==> config.mk <==
export PLATFORM = sky130hd
export DESIGN_NAME = rst_cause_reg
export DESIGN_NICKNAME = d
export VERILOG_FILES = /design/src/rtl/rst_cause_reg.sv
export SDC_FILE = /design/constraint.sdc
export NUM_CORES = 1
export LEC_CHECK = 0
export CORE_ASPECT_RATIO = 1.2
export CORE_MARGIN = 4
export CORE_UTILIZATION = 28
export DETAILED_ROUTE_END_ITERATION = 16
export PLACE_DENSITY_LB_ADDON = 0.05
export SLEW_MARGIN = 20
export SYNTH_ARGS = -nofsm -noshare
export SYNTH_HDL_FRONTEND = slang
export SYNTH_SLANG_ARGS = --single-unit
export TNS_END_PERCENT = 20
==> constraint.sdc <==
create_clock -name clk -period 1.9 [get_ports clk]
set_clock_uncertainty 0.05 [all_clocks]
set_input_delay 0.38 -clock clk [delete_from_list [all_inputs] [get_ports clk]]
set_output_delay 0.38 -clock clk [all_outputs]
set_load 0.05 [all_outputs]
==> src/rtl/rst_cause_reg.sv <==
module rst_cause_reg #(
  parameter int              ADDR_W    = 16,
  parameter logic [ADDR_W-1:0] BASE_ADDR = 16'hF020,
  parameter int              CNT_W     = 4
) (
  input  logic              clk,
  input  logic              pwr_on_n,
  input  logic              sys_rst_n,
  input  logic              bus_wr,
  input  logic [ADDR_W-1:0] bus_addr,
  input  logic [31:0]       bus_wdata,
  output logic [31:0]       bus_rdata,
  input  logic              btn_por_evt,
  input  logic              btn_xir_evt,
  output logic              sys_rst_req
);

  localparam int         WIN_LSB = 3;
  localparam int         FLAGS   = 5;
  localparam int         LOW_W   = 32 - FLAGS;
  localparam logic [CNT_W-1:0] CNT_MAX = {CNT_W{1'b1}};
  // flag index: 4=bit31 3=bit30 2=bit29 1=bit28 0=bit27
  localparam logic [FLAGS-1:0] CLR_MASK = 5'b10011;
  localparam logic [FLAGS-1:0] RW_MASK  = 5'b01100;
  localparam logic [FLAGS-1:0] POR_VAL  = 5'b10000;

  logic [FLAGS-1:0] flag_q;
  logic [CNT_W-1:0] entry_cnt_q;
  logic             rst_prev_q;

  wire hit       = bus_addr[ADDR_W-1:WIN_LSB] == BASE_ADDR[ADDR_W-1:WIN_LSB];
  wire wr_ok     = bus_wr & hit & sys_rst_n;
  wire rst_entry = ~sys_rst_n & rst_prev_q;
  wire first_rst = rst_entry & (entry_cnt_q == '0);

  wire [FLAGS-1:0] wd      = bus_wdata[31:LOW_W];
  wire [FLAGS-1:0] wr_val  = (flag_q & ~(wd & CLR_MASK) & ~RW_MASK) | (wd & RW_MASK);
  wire [FLAGS-1:0] btn_set = {3'b000, btn_por_evt, btn_xir_evt};
  wire [FLAGS-1:0] flag_d  = (first_rst ? POR_VAL : wr_ok ? wr_val : flag_q) | btn_set;

  assign bus_rdata = hit ? {flag_q, {LOW_W{1'b0}}} : 32'h0;

  always_ff @(posedge clk or negedge pwr_on_n) begin
    if (!pwr_on_n) begin
      flag_q      <= '0;
      entry_cnt_q <= '0;
      rst_prev_q  <= 1'b1;
      sys_rst_req <= 1'b0;
    end else begin
      flag_q      <= flag_d;
      rst_prev_q  <= sys_rst_n;
      sys_rst_req <= wr_ok & (wd[3] | wd[2]);
      if (rst_entry && entry_cnt_q != CNT_MAX)
        entry_cnt_q <= entry_cnt_q + 1'b1;
    end
  end

  assert_req_cause_R8: assert property (@(posedge clk) disable iff (!pwr_on_n)
    sys_rst_req |-> $past(bus_wr && hit && sys_rst_n && (bus_wdata[30] || bus_wdata[29])));

  assert_no_req_after_rst_R11: assert property (@(posedge clk) disable iff (!pwr_on_n)
    !sys_rst_n |=> !sys_rst_req);

  assert_btn_set_R9: assert property (@(posedge clk) disable iff (!pwr_on_n)
    (btn_por_evt && btn_xir_evt) |=> (flag_q[1:0] == 2'b11));

  assert_first_load_R2: assert property (@(posedge clk) disable iff (!pwr_on_n)
    (first_rst && !btn_por_evt && !btn_xir_evt) |=> (flag_q == POR_VAL));

  assert_hold_in_rst_R3: assert property (@(posedge clk) disable iff (!pwr_on_n)
    (!sys_rst_n && !rst_prev_q && !btn_por_evt && !btn_xir_evt) |=> $stable(flag_q));

endmodule

==> qor.log, run 1 <==
qor: worst_setup_path.worstPathArrival 1.71 ns
qor: synthesis.seq_area_frac_synth 33.33%
qor: min_path.min-delay-path-class in2async
qor: placed_design.dpl.hpwl 1553 µm
qor: sta.max_freq 466.3 MHz
qor: layout.drive_above_1_share 25.60%
qor: sta.worst_slack -0.2446 ns
qor: drt.drt.antenna.violating_nets 0
qor: layout.final_cell_area 1206 µm²
qor: synthesis.synth_area_per_cell 9.646 µm²
qor: die.design.portCount 87
qor: global_routing.track_usage 9.257%
qor: synthesis.syn-instance-count 86
qor: clock_tree.cts.sink_count 11
qor: worst_setup_path.r2r.worst_path.cells 3
qor: synthesis.yosys_register_bits 11
qor: global_routing.grt_remaining_overflow 0
qor: sta.final-max-slew-violation-count 0
qor: die.die_area 3901 µm²
qor: clock_tree.path_clk_slew 0.07 ns
qor: layout.flow.area_growth_from_synthesis 45.40%
qor: synthesis.synth.lib_cells_used.distinct 28
qor: sta.final_number_of_setup_violating_endpoints 5
qor: clock_tree.clk-insertion-delay-late 0.27 ns
qor: clock_tree.cts_tree done
qor: power.irDropWorstVdd 0.5733 mV
qor: worst_setup_path.worstReg2RegEnd flag_q[1]
qor: job.drv_cap 0
qor: global_routing.first_pass_grt_wire_length 2801 µm
qor: worst_setup_path.crit_required 1.47 ns
qor: sta.finalCritPeriodShare 112.9%
qor: global_routing.number_of_antenna_violations_at_the_first_check_in_global_routing 0
qor: drt.routed_via_density 4.094
qor: drt.wl_per_cell 11.28 µm
qor: die.placementRows 21
qor: die.initial_utilization 29.51%
qor: power.leakage 0.5673 nW
qor: sta.holdWs 0.3905 ns
qor: placed_design.post-place-ws -0.5319 ns
qor: placed_design.placedInstanceArea 1171 µm²
qor: clock_tree.cts.root.buffer_cell sky130_fd_sc_hd__clkbuf_4
qor: worst_setup_path.cp_num_buf_inv 3
qor: worst_setup_path.cp-end-kind primary output
qor: drt.dr_total_vias 651
qor: sta.final_hold_viol_count 0
qor: worst_setup_path.critical-path-top-delay-family simple AND/OR/NAND/NOR gates
qor: clock_tree.cts-htree-levels 1
qor: layout.antennaDiodeCount 0
qor: power.powerDensity 707.9 nW/µm²
qor: die.dieWidth 57.69 µm
qor: layout.final_net_count 182
qor: placed_design.portBuffers 29
qor: drt.route.detailed.drc 0
qor: status.violations setup timing
qor: placed_design.gp_routability_congestion 0.6810
qor: synthesis.yosys_warnings 0
qor: layout.final_cell_mix sky130_fd_sc_hd__conb_1, sky130_fd_sc_hd__clkdlybuf4s50_1, sky130_fd_sc_hd__dfrtp_1, sky130_fd_sc_hd__buf_4, sky130_fd_sc_hd__o21ai_0
qor: clock_tree.postCtsHoldBufs 0
qor: sta.final_critical_path_time_including_i_o_delays_and_setup 2.145 ns
qor: worst_setup_path.r2r_path_start rst_prev_q
qor: global_routing.grt_pass1_vias 624
qor: worst_setup_path.timing_worst_setup_path_type in2out
qor: sta.grt_setup_unrepaired yes
qor: layout.commonest_non_fill_non_tap_cell_in_the_layout sky130_fd_sc_hd__conb_1
qor: clock_tree.cts_buffer_depth 2
qor: worst_setup_path.cp_max_fanout 5
qor: clock_tree.cts_made_buffers 3
qor: drt.drt_wl_total 1794 µm
qor: worst_setup_path.crit_chain buf_6 -> or4b_4 -> nor4b_4 -> buf_4 -> and2_4 -> buf_12
qor: worst_setup_path.reg2reg_setup_slack 0.21 ns
qor: sta.tns -1.213 ns
qor: global_routing.pin_count_of_the_biggest_net_entering_global_routing 12
qor: worst_setup_path.critical-path-max-stage-delay 0.55 ns
qor: die.coreArea 2811 µm²
qor: die.chipHeight 67.63 µm
qor: drt.first_iter_violations 17
qor: status.status complete, but fails checks
qor: worst_setup_path.cp_slowest_cell sky130_fd_sc_hd__or4b_4
qor: drt.detail_route.first_pass.iterations 3
qor: power.power.total 853.8 µW
qor: worst_setup_path.setup.worst_path.start_class primary input
qor: synthesis.synthesis.area 829.5 µm²
state kept, by name (all words and copies together) (netlist names):
signal,cells
entry_cnt_q,4
flag_q,5
rst_prev_q,1
sys_rst_req,1
worst max path at each step:
stage               endpoint   startpoint  depth (start not counted)  slack [ns]
6_report       bus_rdata[29]  bus_addr[7]                          6       -0.24
5_1_grt        bus_rdata[29]  bus_addr[7]                          6       -0.28
4_1_cts        bus_rdata[29]  bus_addr[7]                          6       -0.26
3_5_place_dp   bus_rdata[29]  bus_addr[6]                          6       -0.53
3_3_place_gp   bus_rdata[28]  bus_addr[6]                          6       -0.53
2_1_floorplan  bus_rdata[27]  bus_addr[6]                          3       -0.06
synthesized netlist by cell type, drive strengths merged:
| master | n | area [µm²] |
|---|---|---|
| conb | 1 | 3.750 |
| dfrtp | 10 | 250.2 |
| nand2 | 2 | 7.510 |
| a31oi | 1 | 6.260 |
| nand3b | 1 | 7.510 |
| mux2 | 1 | 11.26 |
| a21oi | 1 | 5.000 |
| nor4b | 2 | 23.77 |
| dfstp | 1 | 26.28 |
| buf | 27 | 202.7 |
| o21a | 1 | 7.510 |
| xnor2 | 3 | 26.28 |
| nor4 | 1 | 21.27 |
| nor2 | 1 | 3.750 |
| nor2b | 3 | 18.77 |
| inv | 5 | 18.77 |
| and2 | 5 | 31.28 |
| or4b | 2 | 23.77 |
| or4bb | 1 | 11.26 |
| ha | 2 | 25.02 |
| o21ai | 6 | 30.03 |
| a22oi | 2 | 15.01 |
| nand3 | 3 | 15.01 |
| and3 | 1 | 6.260 |
| nand4bb | 1 | 11.26 |
| mux2i | 2 | 20.02 |
kinds of logic after synthesis:
logic type,share of synthesized area [%]
AND/OR/NAND/NOR,21.87
adder cells (fa/ha/maj),3.016
AO/OA/AOI/OAI,7.692
XOR/XNOR,3.168
multiplexers,3.771
flip-flops,33.33
buffers and inverters,26.70
other,0.4521
layer usage:
metal | track usage, % | share of wire [%] | vias up
li1 | - | - | 317
met1 | 10.10 | 35 | 304
met2 | 16.38 | 54 | 28
met3 | 2.677 | 11 | 2
met4 | 4.348 | 1.1 | 0
met5 | 0 | 0 | -
per-stage QoR:
step / util, % / instances
detailed placement: 41.66 / 154
CTS: 42.99 / 159
finish: 42.90 / 159
global placement: 41.66 / 154
floorplan: - / 112
global route: 42.90 / 159
report_power, final:
group	internal (mW)	total (mW)	switching, mW
Clock	0.0813	0.158	0.0765
Combinational	0.126	0.342	0.215
Sequential	0.295	0.354	0.0598
final cells by class:
class	instances	area (µm²)
repair buffers	36	375.4
well taps	34	42.54
fillers	295	1605
clock buffers	4	26.28
multi-input cells	69	466.7
flip-flops and latches	11	276.5
inverters	5	18.77
what timing repair did:
action / CTS / global route
endpoints found under the setup margin: 7 / 5
resized for setup: 16 / 2
pin swaps: 8 / 0
setup buffers: 1 / 0
No activity file was read; power rests on OpenSTA's default activity.
==> inputs of run 2 (changes only) <==
--- a/config.mk
+++ b/config.mk
@@ -7,7 +7,7 @@
 export LEC_CHECK = 0
 export CORE_ASPECT_RATIO = 1.2
 export CORE_MARGIN = 4
-export CORE_UTILIZATION = 28
+export CORE_UTILIZATION = 31
 export DETAILED_ROUTE_END_ITERATION = 16
 export PLACE_DENSITY_LB_ADDON = 0.05
 export SLEW_MARGIN = 20
==> constraint.sdc (replaced) <==
create_clock -name clk -period 2.6 [get_ports clk]
set_clock_uncertainty 0.05 [all_clocks]
set_input_delay 0.52 -clock clk [delete_from_list [all_inputs] [get_ports clk]]
set_output_delay 0.52 -clock clk [all_outputs]
set_load 0.05 [all_outputs]
==> qor.log, run 2 (synthesized netlist as in run 1, its figures left out) <==
qor: layout.largest_register_ffs 5 [unchanged]
qor: clock_tree.cts_buffer_depth 2 [unchanged]
qor: drt.drt.antenna.violating_nets 0 [unchanged]
qor: die.placementRows 20 [-4.8%]
qor: global_routing.pin_count_of_the_biggest_net_entering_global_routing 12 [unchanged]
qor: min_path.min-delay-path-class reg2reg
qor: die.design.portCount 87 [unchanged]
qor: sta.worst_slack 0.09632 ns [+0.3410 ns]
qor: worst_setup_path.crit_required 2.03 ns [+0.56 ns]
qor: worst_setup_path.worstPathArrival 1.93 ns [+0.22 ns]
qor: placed_design.post-place-ws -0.1924 ns [+0.3395 ns]
qor: placed_design.dpl.hpwl 1404 µm [-9.6%]
qor: drt.first_iter_violations 15 [-2]
qor: die.dieWidth 55.22 µm [-4.3%]
qor: placed_design.portBuffers 29 [unchanged]
qor: clock_tree.cts.sink_count 11 [unchanged]
qor: sta.worst-slew-pin-transition 0.5041 ns
qor: placed_design.post-place-cells 151 [-1.9%]
qor: sta.final-max-slew-violation-count 0 [unchanged]
qor: status.status finished, final reports clean
qor: clock_tree.cts_tree done
qor: global_routing.first_pass_grt_wire_length 2684 µm [-4.2%]
qor: job.drv_cap 0 [unchanged]
qor: sta.slew_headroom 66.29%
qor: layout.final_cell_mix sky130_fd_sc_hd__conb_1, sky130_fd_sc_hd__clkdlybuf4s50_1, sky130_fd_sc_hd__dfrtp_1, sky130_fd_sc_hd__o21ai_0
qor: die.coreArea 2552 µm² [-9.2%]
qor: global_routing.grt_pass1_vias 589 [-5.6%]
qor: worst_setup_path.cp_max_fanout 5 [unchanged]
qor: sta.final_number_of_setup_violating_endpoints 0 [-5]
qor: clock_tree.cts-htree-levels 1 [unchanged]
qor: sta.max_freq 399.4 MHz
qor: clock_tree.clk-insertion-delay-late 0.28 ns [about the same]
qor: layout.reg_top3 flag_q x5, entry_cnt_q x4
qor: placed_design.placedInstanceArea 1136 µm² [-3.0%]
qor: global_routing.grt_remaining_overflow 0 [unchanged]
qor: layout.antennaDiodeCount 0 [unchanged]
qor: worst_setup_path.r2r.worst_path.cells 3 [unchanged]
qor: worst_setup_path.reg2reg_setup_slack 0.91 ns [+0.70 ns]
qor: sta.final_hold_viol_count 0 [unchanged]
qor: drt.drt_wl_total 1711 µm [-4.6%]
qor: worst_setup_path.worstReg2RegEnd flag_q[0]
qor: layout.stdcell_count 155 [-2.5%]
qor: clock_tree.cts_setup_buffers 0 [-1]
qor: worst_setup_path.r2r_path_start entry_cnt_q[2]
qor: global_routing.track_usage 9.570% [+0.31 points]
qor: drt.detail_route.first_pass.iterations 2 [-1]
qor: drt.route.detailed.drc 0 [unchanged]
qor: placed_design.gp_routability_congestion 0.7377 [+8.3%]
qor: clock_tree.postCtsHoldBufs 0 [unchanged]
qor: layout.flow.area_growth_from_synthesis 44.34%
qor: power.irDropWorstVdd 0.4726 mV [-18%]
qor: sta.final_critical_path_time_including_i_o_delays_and_setup 2.504 ns
qor: clock_tree.cts_made_buffers 3 [unchanged]
qor: worst_setup_path.timing_worst_setup_path_type in2out
qor: sta.finalCritPeriodShare 96.30%
qor: worst_setup_path.setup.worst_path.start_class primary input
qor: power.leakage 0.5392 nW [-5.0%]
qor: die.initial_utilization 32.50% [+3.0 points]
qor: sta.holdWs 0.4854 ns [+0.09490 ns]
qor: global_routing.number_of_antenna_violations_at_the_first_check_in_global_routing 0 [unchanged]
qor: die.chipHeight 64.67 µm [-4.4%]
qor: sta.grt_setup_unrepaired no
qor: die.die_area 3571 µm² [-8.5%]
qor: drt.dr_total_vias 639 [-1.8%]
qor: clock_tree.path_clk_slew 0.08 ns [about the same]
qor: clock_tree.cts.root.buffer_cell sky130_fd_sc_hd__clkbuf_4
qor: drt.wl_per_cell 11.04 µm [-2.2%]
qor: drt.routed_via_density 4.123 [+0.69%]
qor: layout.drive_above_1_share 19.67% [-5.9 points]
qor: power.powerDensity 522.3 nW/µm² [-26%]
qor: layout.final_net_count 179 [-1.6%]
qor: min_path.hold_start entry_cnt_q[3]
qor: layout.registers.top_by_ff_count flag_q
qor: layout.commonest_non_fill_non_tap_cell_in_the_layout sky130_fd_sc_hd__conb_1
qor: worst_setup_path.cp-end-kind primary output
qor: min_path.worst_hold_path.num_cells 1
qor: layout.final_cell_area 1197 µm² [-0.73%]
qor: power.power.total 625.4 µW [-27%]
qor: min_path.whs_endpoint entry_cnt_q[3]
-- run 2: changes by cell type in the layout (fill, tap and decap cells not counted) --
cell                              change
sky130_fd_sc_hd__buf_2                -2
sky130_fd_sc_hd__buf_4                -4
sky130_fd_sc_hd__buf_6                -1
sky130_fd_sc_hd__dlygate4sd2_1        -1
sky130_fd_sc_hd__clkdlybuf4s15_1      +2
sky130_fd_sc_hd__clkbuf_2             -1
sky130_fd_sc_hd__clkdlybuf4s50_1      +5
sky130_fd_sc_hd__dlymetal6s2s_1       -1
-- run 2: per-layer routing --
| layer | vias up | track usage [%] | part of all wire (%) |
|---|---|---|---|
| met2 | 38 | 15.24 | 48 |
| met4 | 0 | 6.383 | 2.4 |
| li1 | 309 | - | - |
| met5 | - | 0 | 0 |
| met3 | 4 | 3.187 | 12 |
| met1 | 288 | 10.81 | 37 |
-- run 2: how the worst max path moves through the flow --
| stage | start | end | slack (ns) | cells past startpoint |
|---|---|---|---|---|
| final | bus_addr[6] | bus_rdata[31] | 0.1 | 6 |
| after global routing | bus_addr[6] | bus_rdata[28] | 0.03 | 6 |
| after CTS | bus_addr[6] | bus_rdata[31] | 0.02 | 6 |
| after detailed placement | bus_addr[6] | bus_rdata[31] | -0.19 | 6 |
| after global placement | bus_addr[6] | bus_rdata[31] | -0.20 | 6 |
| after floorplan | bus_addr[6] | bus_rdata[27] | 0.19 | 3 |
-- run 2: what timing repair did --
action                     in CTS  in global routing
gates resized for setup        11                  2
pin swaps                       3                  1
setup endpoints to repair       5                  5
-- run 2: cell type report --
class | count | area, µm²
fillers | 256 | 1355
multi-input cells | 69 | 466.7
repair buffers | 33 | 367.9
flip-flops and latches | 11 | 276.5
well taps | 33 | 41.29
clock buffers | 4 | 26.28
inverters | 5 | 18.77
-- run 2: critical path: stages --
cell and delay [ns]:
sky130_fd_sc_hd__dlygate4sd2_1 0.23, sky130_fd_sc_hd__or4b_4 0.50, sky130_fd_sc_hd__nor4b_4 0.21, sky130_fd_sc_hd__buf_4 0.17, sky130_fd_sc_hd__and2_4 0.16, sky130_fd_sc_hd__buf_12 0.13
-- run 2: metrics by stage --
step / TNS (ns) / utilization (%)
floorplan: 0 / -
global placement: -0.9107 / 44.51
detailed placement: -0.8553 / 44.51
CTS: 0 / 45.93
global route: 0 / 46.91
finish: 0 / 46.91
-- run 2: where the power goes --
group / leakage, nW / switching (mW) / internal, mW
combinational: 0.397 / 0.154 / 0.0924
sequential: 0.127 / 0.0437 / 0.215
clock: 0.0150 / 0.0604 / 0.0595
